$ cat config.mk
export PLATFORM = sky130hd
export DESIGN_NAME = cfg_loader
export DESIGN_NICKNAME = d
export VERILOG_FILES = /design/src/rtl/cfg_loader_pkg.sv /design/src/rtl/cfg_sync.sv /design/src/rtl/cfg_debounce.sv /design/src/rtl/cfg_remote_rx.sv /design/src/rtl/cfg_regbank.sv /design/src/rtl/cfg_loader.sv
export SDC_FILE = /design/constraint.sdc
export NUM_CORES = 1
export LEC_CHECK = 0
export CAP_MARGIN = 20
export CORE_ASPECT_RATIO = 0.5
export CORE_MARGIN = 3
export CORE_UTILIZATION = 45
export DETAILED_ROUTE_END_ITERATION = 16
export DONT_BUFFER_PORTS = 1
export GPL_ROUTABILITY_DRIVEN = 0
export PLACE_DENSITY_LB_ADDON = 0.2
export SLEW_MARGIN = 10
export SYNTH_ARGS = -nofsm -noshare
export SYNTH_HDL_FRONTEND = slang
export SYNTH_SLANG_ARGS = --single-unit
$ cat constraint.sdc
create_clock -name clk_i -period 2.6 [get_ports clk_i]
set_clock_uncertainty 0.15 [all_clocks]
set_input_delay 0.52 -clock clk_i [delete_from_list [all_inputs] [get_ports clk_i]]
set_output_delay 0.52 -clock clk_i [all_outputs]
set_load 0.01 [all_outputs]
$ cat src/rtl/cfg_loader_pkg.sv
package cfg_loader_pkg;
  localparam int unsigned ADDR_W = 8;
  localparam int unsigned DATA_W = 8;
  localparam int unsigned WORD_W = ADDR_W + DATA_W;

  localparam logic [ADDR_W-1:0] ADDR_SMP0 = 8'd0;
  localparam logic [ADDR_W-1:0] ADDR_SMP1 = 8'd1;
  localparam logic [ADDR_W-1:0] ADDR_IFC  = 8'd2;
  localparam logic [ADDR_W-1:0] ADDR_LO0  = 8'd4;
  localparam logic [ADDR_W-1:0] ADDR_LO1  = 8'd5;

  typedef struct packed {
    logic       band;
    logic [2:0] att_r;
    logic [2:0] att_l;
  } smp_cfg_t;

  typedef struct packed {
    logic [1:0] sel;
    logic [2:0] speed;
  } ifc_cfg_t;
endpackage

$ cat src/rtl/cfg_sync.sv
module cfg_sync #(
  parameter int unsigned WIDTH  = 1,
  parameter int unsigned STAGES = 2
) (
  input  logic             clk_i,
  input  logic             rst_ni,
  input  logic [WIDTH-1:0] d_i,
  output logic [WIDTH-1:0] q_o
);
  logic [STAGES-1:0][WIDTH-1:0] pipe_q;

  always_ff @(posedge clk_i or negedge rst_ni) begin
    if (!rst_ni) pipe_q <= '0;
    else         pipe_q <= {pipe_q[STAGES-2:0], d_i};
  end

  assign q_o = pipe_q[STAGES-1];
endmodule

$ cat src/rtl/cfg_debounce.sv
module cfg_debounce #(
  parameter int unsigned LIMIT = 16
) (
  input  logic clk_i,
  input  logic rst_ni,
  input  logic btn_i,
  output logic press_o
);
  localparam int unsigned CNT_W = $clog2(LIMIT + 1);

  logic             stable_q;
  logic             press_q;
  logic [CNT_W-1:0] cnt_q;

  always_ff @(posedge clk_i or negedge rst_ni) begin
    if (!rst_ni) begin
      stable_q <= 1'b0;
      press_q  <= 1'b0;
      cnt_q    <= '0;
    end else begin
      press_q <= 1'b0;
      if (btn_i != stable_q) begin
        if (cnt_q == CNT_W'(LIMIT - 1)) begin
          stable_q <= btn_i;
          press_q  <= btn_i;
          cnt_q    <= '0;
        end else begin
          cnt_q <= cnt_q + 1'b1;
        end
      end else begin
        cnt_q <= '0;
      end
    end
  end

  assign press_o = press_q;

  a_r6_single_pulse: assert property (@(posedge clk_i) disable iff (!rst_ni)
    press_q |=> !press_q);
  a_r6_press_on_level: assert property (@(posedge clk_i) disable iff (!rst_ni)
    press_q |-> stable_q);
endmodule

$ cat src/rtl/cfg_remote_rx.sv
module cfg_remote_rx
  import cfg_loader_pkg::*;
(
  input  logic              clk_i,
  input  logic              rst_ni,
  input  logic              req_i,
  input  logic              block_i,
  input  logic [WORD_W-1:0] word_i,
  output logic              ack_o,
  output logic              we_o,
  output logic [ADDR_W-1:0] addr_o,
  output logic [DATA_W-1:0] data_o
);
  logic              req_d_q;
  logic              ack_q;
  logic              we_q;
  logic [ADDR_W-1:0] addr_q;
  logic [DATA_W-1:0] data_q;
  logic              accept;

  assign accept = req_i && !req_d_q && !block_i;

  always_ff @(posedge clk_i or negedge rst_ni) begin
    if (!rst_ni) begin
      req_d_q <= 1'b0;
      ack_q   <= 1'b0;
      we_q    <= 1'b0;
      addr_q  <= '0;
      data_q  <= '0;
    end else begin
      req_d_q <= req_i;
      we_q    <= accept;
      if (accept) {addr_q, data_q} <= word_i;
      if (!req_i)      ack_q <= 1'b0;
      else if (accept) ack_q <= 1'b1;
    end
  end

  assign ack_o  = ack_q;
  assign we_o   = we_q;
  assign addr_o = addr_q;
  assign data_o = data_q;

  a_r2_ack_hold: assert property (@(posedge clk_i) disable iff (!rst_ni)
    ack_q && req_i |=> ack_q);
  a_r2_ack_release: assert property (@(posedge clk_i) disable iff (!rst_ni)
    !req_i |=> !ack_q);
  a_r3_blocked_no_ack: assert property (@(posedge clk_i) disable iff (!rst_ni)
    $rose(ack_q) |-> $past(!block_i));
  a_r1_ack_with_write: assert property (@(posedge clk_i) disable iff (!rst_ni)
    $rose(ack_q) |-> we_q);
endmodule

$ cat src/rtl/cfg_regbank.sv
module cfg_regbank
  import cfg_loader_pkg::*;
(
  input  logic              clk_i,
  input  logic              rst_ni,
  input  logic              we_i,
  input  logic [ADDR_W-1:0] addr_i,
  input  logic [DATA_W-1:0] data_i,
  output smp_cfg_t          smp0_o,
  output smp_cfg_t          smp1_o,
  output ifc_cfg_t          ifc_o,
  output logic [DATA_W-1:0] lo0_o,
  output logic [DATA_W-1:0] lo1_o
);
  smp_cfg_t          smp_q [2];
  ifc_cfg_t          ifc_q;
  logic [DATA_W-1:0] lo_q  [2];

  for (genvar g = 0; g < 2; g++) begin : g_chan
    always_ff @(posedge clk_i or negedge rst_ni) begin
      if (!rst_ni) begin
        smp_q[g] <= '0;
        lo_q[g]  <= '0;
      end else if (we_i) begin
        if (addr_i == ADDR_SMP0 + ADDR_W'(g)) smp_q[g] <= data_i[6:0];
        if (addr_i == ADDR_LO0 + ADDR_W'(g))  lo_q[g]  <= data_i;
      end
    end
  end

  always_ff @(posedge clk_i or negedge rst_ni) begin
    if (!rst_ni)                        ifc_q <= '0;
    else if (we_i && addr_i == ADDR_IFC) ifc_q <= data_i[4:0];
  end

  assign smp0_o = smp_q[0];
  assign smp1_o = smp_q[1];
  assign ifc_o  = ifc_q;
  assign lo0_o  = lo_q[0];
  assign lo1_o  = lo_q[1];

  a_r10_unmapped_stable: assert property (@(posedge clk_i) disable iff (!rst_ni)
    we_i && (addr_i == 8'd3 || addr_i > ADDR_LO1)
    |=> $stable({smp0_o, smp1_o, ifc_o, lo0_o, lo1_o}));
  a_r9_lo1_write: assert property (@(posedge clk_i) disable iff (!rst_ni)
    we_i && addr_i == ADDR_LO1 |=> lo1_o == $past(data_i));
  a_r8_ifc_write: assert property (@(posedge clk_i) disable iff (!rst_ni)
    we_i && addr_i == ADDR_IFC |=> ifc_o.speed == $past(data_i[2:0]));
endmodule

$ cat src/rtl/cfg_loader.sv
module cfg_loader
  import cfg_loader_pkg::*;
#(
  parameter int unsigned DEBOUNCE_CYCLES = 16,
  parameter int unsigned SYNC_STAGES     = 2
) (
  input  logic        clk_i,
  input  logic        rst_ni,
  input  logic        manual_i,
  input  logic        dir_i,
  input  logic        rem_req_i,
  input  logic [15:0] rem_word_i,
  output logic        rem_ack_o,
  input  logic [7:0]  sw_addr_i,
  input  logic [7:0]  sw_data_i,
  input  logic        enter_i,
  output logic        smp0_band_o,
  output logic [2:0]  smp0_att_r_o,
  output logic [2:0]  smp0_att_l_o,
  output logic        smp1_band_o,
  output logic [2:0]  smp1_att_r_o,
  output logic [2:0]  smp1_att_l_o,
  output logic [1:0]  smp_sel_o,
  output logic [2:0]  speed_o,
  output logic [7:0]  lo0_freq_o,
  output logic [7:0]  lo1_freq_o
);
  logic              manual_s, dir_s, req_s, btn_s;
  logic              press;
  logic              rem_we;
  logic [ADDR_W-1:0] rem_addr;
  logic [DATA_W-1:0] rem_data;
  logic              wr_en;
  logic [ADDR_W-1:0] wr_addr;
  logic [DATA_W-1:0] wr_data;
  smp_cfg_t          smp0, smp1;
  ifc_cfg_t          ifc;

  cfg_sync #(.WIDTH(4), .STAGES(SYNC_STAGES)) u_sync (
    .clk_i (clk_i),
    .rst_ni(rst_ni),
    .d_i   ({manual_i, dir_i, rem_req_i, enter_i}),
    .q_o   ({manual_s, dir_s, req_s, btn_s})
  );

  cfg_debounce #(.LIMIT(DEBOUNCE_CYCLES)) u_deb (
    .clk_i  (clk_i),
    .rst_ni (rst_ni),
    .btn_i  (btn_s),
    .press_o(press)
  );

  cfg_remote_rx u_rx (
    .clk_i  (clk_i),
    .rst_ni (rst_ni),
    .req_i  (req_s),
    .block_i(manual_s || dir_s),
    .word_i (rem_word_i),
    .ack_o  (rem_ack_o),
    .we_o   (rem_we),
    .addr_o (rem_addr),
    .data_o (rem_data)
  );

  // manual path wins; remote is already gated off in manual mode
  always_comb begin
    if (press && manual_s) begin
      wr_en   = 1'b1;
      wr_addr = sw_addr_i;
      wr_data = sw_data_i;
    end else begin
      wr_en   = rem_we;
      wr_addr = rem_addr;
      wr_data = rem_data;
    end
  end

  cfg_regbank u_bank (
    .clk_i (clk_i),
    .rst_ni(rst_ni),
    .we_i  (wr_en),
    .addr_i(wr_addr),
    .data_i(wr_data),
    .smp0_o(smp0),
    .smp1_o(smp1),
    .ifc_o (ifc),
    .lo0_o (lo0_freq_o),
    .lo1_o (lo1_freq_o)
  );

  assign smp0_band_o  = smp0.band;
  assign smp0_att_r_o = smp0.att_r;
  assign smp0_att_l_o = smp0.att_l;
  assign smp1_band_o  = smp1.band;
  assign smp1_att_r_o = smp1.att_r;
  assign smp1_att_l_o = smp1.att_l;
  assign smp_sel_o    = ifc.sel;
  assign speed_o      = ifc.speed;

  a_r4_manual_no_remote: assert property (@(posedge clk_i) disable iff (!rst_ni)
    manual_s && $past(manual_s) |-> !rem_we);
  a_r5_button_needs_manual: assert property (@(posedge clk_i) disable iff (!rst_ni)
    wr_en && !rem_we |-> manual_s);
endmodule

==> impl_metrics.ini <==
[worst_setup_path]
crit_chain = nand2_1 > nand4b_2 > a211oi_4 > mux2_2
slowest_delay_ns = 0.59
crit_slowest_cell = a211oi_4
cp.arrival_ns = 2.44
cp-start-kind = flip-flop
rr_startpoint = u_sync.q_o[3]
rr_worst_depth = 4
critPathKind = reg -> reg
r2r_setup_slack_ns = 0.22
cp-end-kind = flip-flop
critical_path.max_fanout = 7
required_ns = 2.66
r2r_end = u_bank.smp0_o[1]

[global_route]
grt_overflow = 0
grt_first_pass_wirelength_um = 9011
grt_pass1_vias = 1596
grtUsageTotal = 0.1707
grt_max_degree = 70
antenna_found_initial = 0

[power_and_ir_drop]
power.total_mw = 2.780
p_seq_frac = 0.447
swShare = 0.2294
p_leak_nw = 1.511
p_comb_frac = 0.086
netSwitchingPower_uw = 637.9
p_clk_frac = 0.467
pwr_density_cell_nw_per_um2 = 844.9
intPower_mw = 2.142
ir_drop_mv = 0.3415

[hold_path]
min_path_type = in -> reg
hold_start = enter_i
hold_depth = 0
worstHoldEndpoint = u_sync.pipe_q[0]

[floorplanning]
fp.dieH_um = 61.66
fp.dieW_um = 117.3
design.core.area_um2 = 5729
die_area_um2 = 7233
start_util = 0.4866
rows = 19
ios = 74

[synth]
ys_types = 29
synth_simple_gate_area_share = 0.05880
synth-seq-area-share = 0.6194
synth_compound_gate_area_share = 0.05521
syn_inst = 177
ys_seq_elements = 69
synthMuxAreaShare = 0.2428
synth.net_count = 216
yosys_warnings = 0
synth_area_um2 = 2788
synth_top_family_by_area = multiplexers
syn_avg_cell_area_um2 = 15.75
synth_xor_area_frac = 0.006284
synth_adder_area_share = 0.004488

[drt]
initialDrtViolationCount = 81
post-route-drc-count = 0
drtAntennaViolNets = 0
wl_um = 5715
avgViaCountPerCell = 5.331
dr.pass1.iters = 4
vias = 1498
post_drt_wl_per_cell_um = 20.34

[sta]
fin_hold_ws_ns = 0.06681
final_max_slew_viol_count = 0
max_slew_margin = 0.4880
hold_viol_final = 0
fmax_mhz = 419.7
period_minus_slack_ns = 2.383
worst_pin_slew_ns = 0.7467
fin_crit_sh = 0.9164
rsz0062_at_grt = false
setup_viol = 0
setup-tns-final_ns = 0

[cells_and_area]
nFillCells = 467
layout.nets = 231
drive_gt1_frac = 0.4619
seq_area_um2 = 1727
utilization = 0.5744
area_growth_syn_to_layout_pct = 18.04
multiInputGateArea_um2 = 1031
diodes = 0

[placed_design]
port_buffers = 0
place_hpwl_um = 4046

[clocking]
clock-root-buffer = clkbuf_16
clk_pin_slew_ns = 0.06
htreeDepth = 3
ctsLongestPathBuffers = 2
cts_made_buffers = 9
hold_buffers = 2
cts_resized = 0
cts_setup_buffers = 0
cts_sinks = 69
cts_tree = yes
clk_latency_ns = 0.33

[run_status]
status = finished, final reports clean

[flow_run]
maxCapViolCount = 0
[worst max-delay path, delay by kind of cell (launching register included)]
kind,cells,cell delay [ns]
flip-flops,1,0.46
multiplexers,1,0.39
AO/OA/AOI/OAI,1,0.59
AND/OR/NAND/NOR,2,0.68
[synth_stat cells]
master    number  area share
a211oi_4       4       0.029
a21o_1         1      0.0027
a21oi_1        1      0.0018
a221oi_4       1      0.0094
a22oi_1        1      0.0027
a31oi_1        2      0.0045
and4b_1        1      0.0036
and4b_2        1      0.0040
clkbuf_1       2      0.0027
clkbuf_8       1      0.0049
dfrtp_1       69        0.62
ha_1           1      0.0045
inv_1          4      0.0054
mux2_2        58        0.23
mux2i_1        1      0.0036
mux2i_2        1      0.0049
nand2_1        4      0.0054
nand3_1        1      0.0018
nand3_2        1      0.0036
nand3b_1       1      0.0027
nand4b_1       2      0.0063
nand4b_2       1      0.0054
nor2_1         7      0.0094
nor2b_1        1      0.0022
nor3_1         2      0.0036
nor4_2         1      0.0045
nor4b_1        2      0.0063
o21ai_0        3      0.0054
xnor2_1        2      0.0063
[cells by family (layout without fill, tap and decap cells)]
logic type / after synthesis / after routing
DFF: 69 / 69
muxes: 60 / 60
and+or+nand+nor: 25 / 25
AOI/OAI and AO/OA: 13 / 13
buffers and inverters: 7 / 27
xor gates and xnor gates: 2 / 2
adders and majority gates: 1 / 1
[registers in the layout, summed over array words and instances (netlist names), 4 cells and up]
| signal | flops |
|---|---|
| u_sync.q_o | 4 |
| u_rx.data_o | 8 |
| u_bank.smp1_o | 7 |
| u_bank.lo0_o | 8 |
| u_bank.lo1_o | 8 |
| u_deb.cnt_q | 5 |
| u_rx.addr_o | 8 |
| u_bank.smp0_o | 7 |
| u_sync.pipe_q | 4 |
| u_bank.ifc_o | 5 |
[power by group through the flow]
stage               Sequential [mW]  Combinational [mW]  Clock, mW
floorplan                      1.24               0.172          0
global placement               1.26               0.204          0
detailed placement             1.26               0.215          0
CTS                            1.24               0.243       1.32
global route                   1.26               0.265       1.38
finish                         1.24               0.239       1.30
[layer usage]
layer  track usage  wire length, um
met1        0.2037             2432
met2        0.2705             2752
met3       0.09541              467
met4       0.05509               63
met5             0                0
[cell type report]
| class | count | area share |
|---|---|---|
| clock buffer | 10 | 0.07262 |
| clock inverter | 6 | 0.02624 |
| inverter | 4 | 0.004563 |
| multi-input combinational | 101 | 0.3133 |
| sequential | 69 | 0.5247 |
| tap | 84 | 0.03194 |
| timing repair buffer | 7 | 0.02662 |
[cells in the final DEF, fill, tap and decap left out, types with 2 or more instances in the layout]
master and n:
nor2_1 7, dfrtp_1 69, buf_4 4, clkbuf_16 9
nor3_1 2, xnor2_1 2, nand2_1 4, a31oi_1 2
mux2_2 58, o21ai_0 3, inv_1 4, a211oi_4 4
bufinv_16 2, nand4b_1 2, clkinv_2 2
[worst max-delay path by stage]
stage                       start  cells past startpoint  slack [ns]               end
floorplan            sw_addr_i[4]                      4        0.43   u_bank.lo0_o[0]
global placement     sw_addr_i[4]                      4        0.26  u_bank.smp0_o[3]
detailed placement   sw_addr_i[4]                      4        0.22  u_bank.smp0_o[3]
CTS                 u_sync.q_o[3]                      4        0.23  u_bank.smp0_o[3]
global route        u_sync.q_o[3]                      4        0.13  u_bank.smp0_o[6]
finish              u_sync.q_o[3]                      4        0.22  u_bank.smp0_o[1]
[per-stage QoR]
stage	setup WS, ns	std cells	area, um^2
floorplan	0.4331	177	2788
global placement	0.2626	263	2928
detailed placement	0.2247	263	2928
CTS	0.2338	281	3291
global route	0.1278	281	3291
finish	0.2174	281	3291
No activity file was read; power rests on OpenSTA's default activity.
